===== config.mk =====
export PLATFORM = sky130hd
export DESIGN_NAME = dma_req_capture
export DESIGN_NICKNAME = d
export VERILOG_FILES = /design/src/rtl/dma_req_pkg.sv /design/src/rtl/dma_req_sync.sv /design/src/rtl/dma_soft_req.sv /design/src/rtl/dma_req_regif.sv /design/src/rtl/dma_req_capture.sv
export SDC_FILE = /design/constraint.sdc
export NUM_CORES = 1
export LEC_CHECK = 0
export ABC_CLOCK_PERIOD_IN_PS = 2400
export CAP_MARGIN = 20
export CORE_MARGIN = 1.5
export CORE_UTILIZATION = 50
export DETAILED_ROUTE_END_ITERATION = 6
export PLACE_DENSITY = 0.87
export SLEW_MARGIN = 0
export SYNTH_ARGS = -nofsm -noshare
export SYNTH_HDL_FRONTEND = slang
export SYNTH_SLANG_ARGS = --single-unit
export TNS_END_PERCENT = 30

===== constraint.sdc =====
create_clock -name clk_i -period 2.4 [get_ports clk_i]
set_clock_uncertainty 0.05 [all_clocks]
set_input_delay 0.36 -clock clk_i [delete_from_list [all_inputs] [get_ports clk_i]]
set_output_delay 0.36 -clock clk_i [all_outputs]
set_load 0.01 [all_outputs]

===== src/rtl/dma_req_pkg.sv =====
package dma_req_pkg;
  localparam int unsigned NUM_CLS = 4;
  localparam int unsigned CLS_W   = $clog2(NUM_CLS);

  typedef enum logic [CLS_W-1:0] {
    CLS_BURST   = 2'd0,
    CLS_SINGLE  = 2'd1,
    CLS_LBURST  = 2'd2,
    CLS_LSINGLE = 2'd3
  } req_cls_e;
endpackage


===== src/rtl/dma_req_sync.sv =====
module dma_req_sync #(
  parameter int unsigned WIDTH = 16
) (
  input  logic             clk_i,
  input  logic             rst_ni,
  input  logic             bypass_i,
  input  logic [WIDTH-1:0] d_i,
  output logic [WIDTH-1:0] q_o
);
  logic [WIDTH-1:0] meta_q, sync_q;

  always_ff @(posedge clk_i or negedge rst_ni) begin
    if (!rst_ni) begin
      meta_q <= '0;
      sync_q <= '0;
    end else begin
      meta_q <= d_i;
      sync_q <= meta_q;
    end
  end

  assign q_o = bypass_i ? d_i : sync_q;

  // edges seen since reset, saturating at 2
  logic [1:0] age_q;
  always_ff @(posedge clk_i or negedge rst_ni) begin
    if (!rst_ni)            age_q <= '0;
    else if (age_q != 2'd2) age_q <= age_q + 2'd1;
  end

  AST_SYNC_DELAY: assert property (@(posedge clk_i) disable iff (!rst_ni)
    (age_q == 2'd2 && !bypass_i) |-> (q_o == $past(d_i, 2)));
endmodule


===== src/rtl/dma_soft_req.sv =====
module dma_soft_req #(
  parameter int unsigned WIDTH = 16
) (
  input  logic             clk_i,
  input  logic             rst_ni,
  input  logic [WIDTH-1:0] set_i,
  input  logic [WIDTH-1:0] clr_i,
  output logic [WIDTH-1:0] q_o
);
  logic [WIDTH-1:0] pend_q;

  // set has priority over clear
  always_ff @(posedge clk_i or negedge rst_ni) begin
    if (!rst_ni) pend_q <= '0;
    else         pend_q <= (pend_q & ~clr_i) | set_i;
  end

  assign q_o = pend_q;

  AST_SET_WINS: assert property (@(posedge clk_i) disable iff (!rst_ni)
    (|set_i) |=> ((q_o & $past(set_i)) == $past(set_i)));

  AST_DONE_CLEAR: assert property (@(posedge clk_i) disable iff (!rst_ni)
    (|clr_i) |=> ((q_o & $past(clr_i & ~set_i)) == '0));

  AST_NO_SPUR_SET: assert property (@(posedge clk_i) disable iff (!rst_ni)
    ((q_o & ~$past(q_o) & ~$past(set_i)) == '0));
endmodule


===== src/rtl/dma_req_regif.sv =====
module dma_req_regif #(
  parameter int unsigned NUM_SRC = 16,
  parameter int unsigned NUM_CLS = 4,
  parameter int unsigned ADDR_W  = 3,
  parameter int unsigned DATA_W  = 32
) (
  input  logic                              clk_i,
  input  logic                              rst_ni,
  input  logic                              we_i,
  input  logic [ADDR_W-1:0]                 addr_i,
  input  logic [DATA_W-1:0]                 wdata_i,
  input  logic [NUM_CLS-1:0][NUM_SRC-1:0]   soft_i,
  output logic [NUM_CLS-1:0][NUM_SRC-1:0]   set_o,
  output logic [NUM_CLS-1:0]                bypass_o,
  output logic [DATA_W-1:0]                 rdata_o
);
  localparam logic [ADDR_W-1:0] SYNC_ADR = ADDR_W'(NUM_CLS);

  logic [NUM_CLS-1:0] bypass_q;
  logic               sync_we;

  assign sync_we = we_i && (addr_i == SYNC_ADR);

  always_ff @(posedge clk_i or negedge rst_ni) begin
    if (!rst_ni)      bypass_q <= '0;
    else if (sync_we) bypass_q <= wdata_i[NUM_CLS-1:0];
  end

  assign bypass_o = bypass_q;

  for (genvar c = 0; c < NUM_CLS; c++) begin : g_set
    assign set_o[c] = (we_i && addr_i == ADDR_W'(c)) ? wdata_i[NUM_SRC-1:0] : '0;
  end

  always_comb begin
    rdata_o = '0;
    for (int c = 0; c < NUM_CLS; c++) begin
      if (addr_i == ADDR_W'(c)) rdata_o[NUM_SRC-1:0] = soft_i[c];
    end
    if (addr_i == SYNC_ADR) rdata_o[NUM_CLS-1:0] = bypass_q;
  end

  AST_BYPASS_KEEP: assert property (@(posedge clk_i) disable iff (!rst_ni)
    !sync_we |=> $stable(bypass_o));
endmodule


===== src/rtl/dma_req_capture.sv =====
module dma_req_capture
  import dma_req_pkg::*;
#(
  parameter int unsigned NUM_SRC = 16,
  parameter int unsigned ADDR_W  = 3,
  parameter int unsigned DATA_W  = 32
) (
  input  logic               clk_i,
  input  logic               rst_ni,
  input  logic               en_i,
  input  logic [NUM_SRC-1:0] per_burst_i,
  input  logic [NUM_SRC-1:0] per_single_i,
  input  logic [NUM_SRC-1:0] per_lburst_i,
  input  logic [NUM_SRC-1:0] per_lsingle_i,
  input  logic [NUM_SRC-1:0] done_i,
  input  logic               reg_we_i,
  input  logic [ADDR_W-1:0]  reg_addr_i,
  input  logic [DATA_W-1:0]  reg_wdata_i,
  output logic [DATA_W-1:0]  reg_rdata_o,
  output logic [NUM_SRC-1:0] req_burst_o,
  output logic [NUM_SRC-1:0] req_single_o,
  output logic [NUM_SRC-1:0] req_lburst_o,
  output logic [NUM_SRC-1:0] req_lsingle_o
);
  logic [NUM_CLS-1:0][NUM_SRC-1:0] per_raw, per_path, soft_q, soft_set, req_all;
  logic [NUM_CLS-1:0]              bypass;

  assign per_raw[CLS_BURST]   = per_burst_i;
  assign per_raw[CLS_SINGLE]  = per_single_i;
  assign per_raw[CLS_LBURST]  = per_lburst_i;
  assign per_raw[CLS_LSINGLE] = per_lsingle_i;

  dma_req_regif #(
    .NUM_SRC(NUM_SRC), .NUM_CLS(NUM_CLS), .ADDR_W(ADDR_W), .DATA_W(DATA_W)
  ) u_regif (
    .clk_i   (clk_i),
    .rst_ni  (rst_ni),
    .we_i    (reg_we_i),
    .addr_i  (reg_addr_i),
    .wdata_i (reg_wdata_i),
    .soft_i  (soft_q),
    .set_o   (soft_set),
    .bypass_o(bypass),
    .rdata_o (reg_rdata_o)
  );

  for (genvar c = 0; c < NUM_CLS; c++) begin : g_cls
    dma_req_sync #(.WIDTH(NUM_SRC)) u_sync (
      .clk_i   (clk_i),
      .rst_ni  (rst_ni),
      .bypass_i(bypass[c]),
      .d_i     (per_raw[c]),
      .q_o     (per_path[c])
    );

    dma_soft_req #(.WIDTH(NUM_SRC)) u_soft (
      .clk_i (clk_i),
      .rst_ni(rst_ni),
      .set_i (soft_set[c]),
      .clr_i (done_i),
      .q_o   (soft_q[c])
    );

    assign req_all[c] = en_i ? (per_path[c] | soft_q[c]) : '0;

    AST_SOFT_VISIBLE: assert property (@(posedge clk_i) disable iff (!rst_ni)
      en_i |-> ((req_all[c] & soft_q[c]) == soft_q[c]));
  end

  assign req_burst_o   = req_all[CLS_BURST];
  assign req_single_o  = req_all[CLS_SINGLE];
  assign req_lburst_o  = req_all[CLS_LBURST];
  assign req_lsingle_o = req_all[CLS_LSINGLE];

  AST_HOLD_WHILE_OFF: assert property (@(posedge clk_i) disable iff (!rst_ni)
    (!en_i && !reg_we_i && done_i == '0) |=> $stable(soft_q));
endmodule


==> parameters.txt <==
Parameter                              Value

Detailed routing
  Number of vias after detailed routing    about 5400
  DRT iter0 DRCs    about 420
  Detail Route met2 WL    8910 um
  Post-route ant nets    0
  Detailed-routed wire length on met3    1090 um
  Wl on met1    8690 um
  Vias per cell    5.29
  Number of remaining DRC errors    0
  DR pass1 iterations    5
  Highest metal layer with signal wires    met4
  Routed wire length per instance    approximately 19 um
  Total Wirelength    19400 um

Timing
  Relative slew margins    between 40% and 50%
  Slew at the pin closest to its max-slew limit    804 ps
  Pins over their slew limit    0
  Maximum achievable frequency    426 MHz
  Number of setup violations in the final report    0
  Fin Hold WS    slightly below 300 ps
  Final worst path period need    2350 ps
  Final worst path period share    97.8%
  Hold Violations, Final    0

Synth
  Post-synth design cell area    7790 um2
  Sequential element share of the synthesized area    63.0%
  Number of synthesized flops with an enable pin    0
  Commonest cells in the synthesized netlist    196 x dfrtp_1, 72 x nand2_1, 64 x a21boi_0, 64 x inv_1, 64 x mux2i_1
  Most frequently used flop master after synthesis    dfrtp_1
  Fraction of synthesized cell area taken by the top area cell type    between 60% and 70%
  Distinct cell type count after synthesis    27
  Ranking of synthesized cells by area    dfrtp_1 63%, mux2i_1 8.2%, a21boi_0 6.2%
  Most instantiated library cell after synthesis    dfrtp_1
  Syn Area/Cell    12.6 um2
  Post-synth ARST share    100%
  Dominant cell type by area after synthesis    dfrtp_1
  Number of register bits inferred by synthesis    196
  Post-synthesis instance total    619
  Yosys Warn Count    0

Critical path
  Flop-to-flop setup slack    1340 ps
  Destination of the worst register-to-register timing path    u_regif.bypass_o[3]
  Arr. time, crit path    ~1900 ps
  Beginning of the worst register-to-register path    u_regif.bypass_o[3]
  Category of the most critical setup path    in -> out
  Critical path data required time    1990 ps
  Setup crit start kind    primary input
  Register-to-Register Path Depth    2
  Critical Path End Type    output port
  Highest fanout seen on the critical path    7

Layout
  Area added between synthesis and finish    36.2%
  Share of cells above drive strength 1    10.3%
  Final #Nets    939

GRT
  Wire length of the first global-routing pass    around 30000 um
  Antenna violations before repair    0
  Vias in the first global route    5377
  Pin count of the biggest net entering global routing    65
  Total gr overflow    0
  Tot GR Track Use    24.9%

Outcome
  Status    finished, final reports clean

Placement
  Quantity of I/O buffers inserted on ports    around 180
  GPL Wtd Cong    0.886
  Post-detailed-placement half-perimeter wirelength    14200 um

Pwr
  Overall Power    approximately 7.7 mW
  VDD IR-drop max    approximately 0.54 mV
  Power density cells    between 700 and 800 nW/um2
  Static Leakage    4.94 nW

Clocking
  Clock tree from TritonCTS    yes
  TritonCTS Buffers    17
  Cell at the root of the clock tree    clkbuf_16
  Bufs on Longest Clock Path    2
  Clk slew on worst S/H paths    60 ps
  Total number of clock tree sinks    196
  H-tree lvl count    4
  Clock latency reported for the late side of the worst-skew pair    430 ps

Min path
  Hold_sp    g_cls[3].u_sync.meta_q[14]
  Hold Crit Endpoint    g_cls[3].u_sync.sync_q[14]
  Worst min path class    reg -> reg
  Hold path cells    0

Floorplan
  Core Area    15200 um2
  Die H    128 um
  Die Width    128 um
  Starting utilization of the core area    between 50% and 60%
  Die Footprint    between 15000 and 20000 um2
  Number of rows in the core area    45
  I/O pin count    about 220

Flow run
  Max-cap violations    0
[sequential cells by signal, indices dropped and copies added (netlist names)]
signal / count
g_cls.u_sync.sync_q: 64
u_regif.bypass_o: 4
g_cls.u_soft.q_o: 64
g_cls.u_sync.meta_q: 64
[through the flow]
step / utilization [%] / cell area (um2) / setup TNS (ps) / setup WS [ps] / instances
3_3_place_gp: 64.9 / 9870 / -3730 / -290 / 984
4_1_cts: 69.3 / 10500 / 0 / 2.72 / 1017
5_1_grt: 69.7 / 10600 / -4.14 / -3.84 / 1017
2_1_floorplan: - / 7840 / 0 / 673 / 634
3_5_place_dp: 64.9 / 9870 / -3820 / -297 / 984
6_report: 69.7 / 10600 / 0 / 52.6 / 1018
[cells in the final DEF, fill, tap and decap left out]
cell type / Yosys / routed
clkinvlp_4: 0 / 5
and2_2: 1 / 1
bufbuf_16: 0 / 1
nor2_1: 1 / 1
mux4_2: 12 / 12
diode_2: 0 / 1
buf_12: 0 / 7
nor4b_4: 1 / 1
clkdlybuf4s15_2: 0 / 1
mux2_2: 5 / 5
dlymetal6s2s_1: 0 / 21
nand2_1: 72 / 72
and2b_1: 4 / 4
mux2i_1: 64 / 64
inv_1: 64 / 64
clkbuf_16: 0 / 17
a21boi_0: 64 / 58
and3b_4: 1 / 1
clkbuf_1: 8 / 1
nor4bb_4: 0 / 2
bufinv_16: 0 / 4
nor3b_4: 1 / 1
o21ai_1: 4 / 4
buf_4: 25 / 21
mux2_4: 3 / 3
clkbuf_8: 0 / 2
o21ai_0: 60 / 60
dfrtp_1: 196 / 196
dlygate4sd2_1: 0 / 14
nor2b_1: 13 / 13
clkdlybuf4s50_1: 0 / 144
buf_2: 5 / 1
a21boi_1: 0 / 6
conb_1: 1 / 16
and4b_1: 1 / 1
dlygate4sd3_1: 0 / 1
a222oi_1: 4 / 4
[how the worst max path moves through the flow]
stage,start,end
after floorplan,reg_addr_i[0],reg_rdata_o[10]
after global placement,reg_addr_i[1],reg_rdata_o[0]
after detailed placement,reg_addr_i[1],reg_rdata_o[1]
after CTS,u_regif.bypass_o[3],req_lsingle_o[5]
after global routing,u_regif.bypass_o[3],req_lsingle_o[12]
final,reg_addr_i[0],reg_rdata_o[5]
[cells by family (layout without fill, tap and decap cells)]
kind of cell           count (synthesis)  count (layout)  share of synthesized area [%]
muxes                                 84              84                           13.0
buffers and inverters                109             304                           7.02
AOI/OAI and AO/OA                    132             132                           10.8
DFF                                  196             196                           63.0
and+or+nand+nor                       97              97                           6.14
other                                  1              17                         0.0482
[layer usage]
| layer | vias to the layer above | track usage, % |
|---|---|---|
| met1 | 2701 | 34.7 |
| li1 | 2422 | - |
| met2 | 212 | 37.9 |
| met4 | 0 | 11.8 |
| met5 | - | 0 |
| met3 | 50 | 5.30 |
[critical path, stage by stage]
cell,delay [ps]
clkdlybuf4s15_2,230
bufbuf_16,280
buf_4,140
mux4_2,480
nor2b_1,140
dlygate4sd2_1,310
[final cells by class]
class	instances	area [um2]
diodes	1	2.50
clock buffers	19	443
clock inverters	9	158
fillers	1003	4600
inverters	64	240
multi-input cells	329	2420
flip-flops and latches	196	4900
well taps	188	235
repair buffers	212	2200
[power by group]
part	total (mW)	leakage, nW	switching, mW	internal (mW)
Combinational	1.26	2.25	0.592	0.671
Sequential	3.53	2.42	0.0690	3.47
Clock	2.90	0.275	1.15	1.75
Total	7.70	4.94	1.81	5.88
[timing repair]
item,4_1_cts,5_1_grt
gates resized for setup,24,26
buffers inserted,3,0
endpoints found under the hold margin,42,0
pin swaps,1,0
hold buffers,1,0
gates cloned,1,0
setup endpoints to repair,49,29
(Power assumes the default switching activity.)
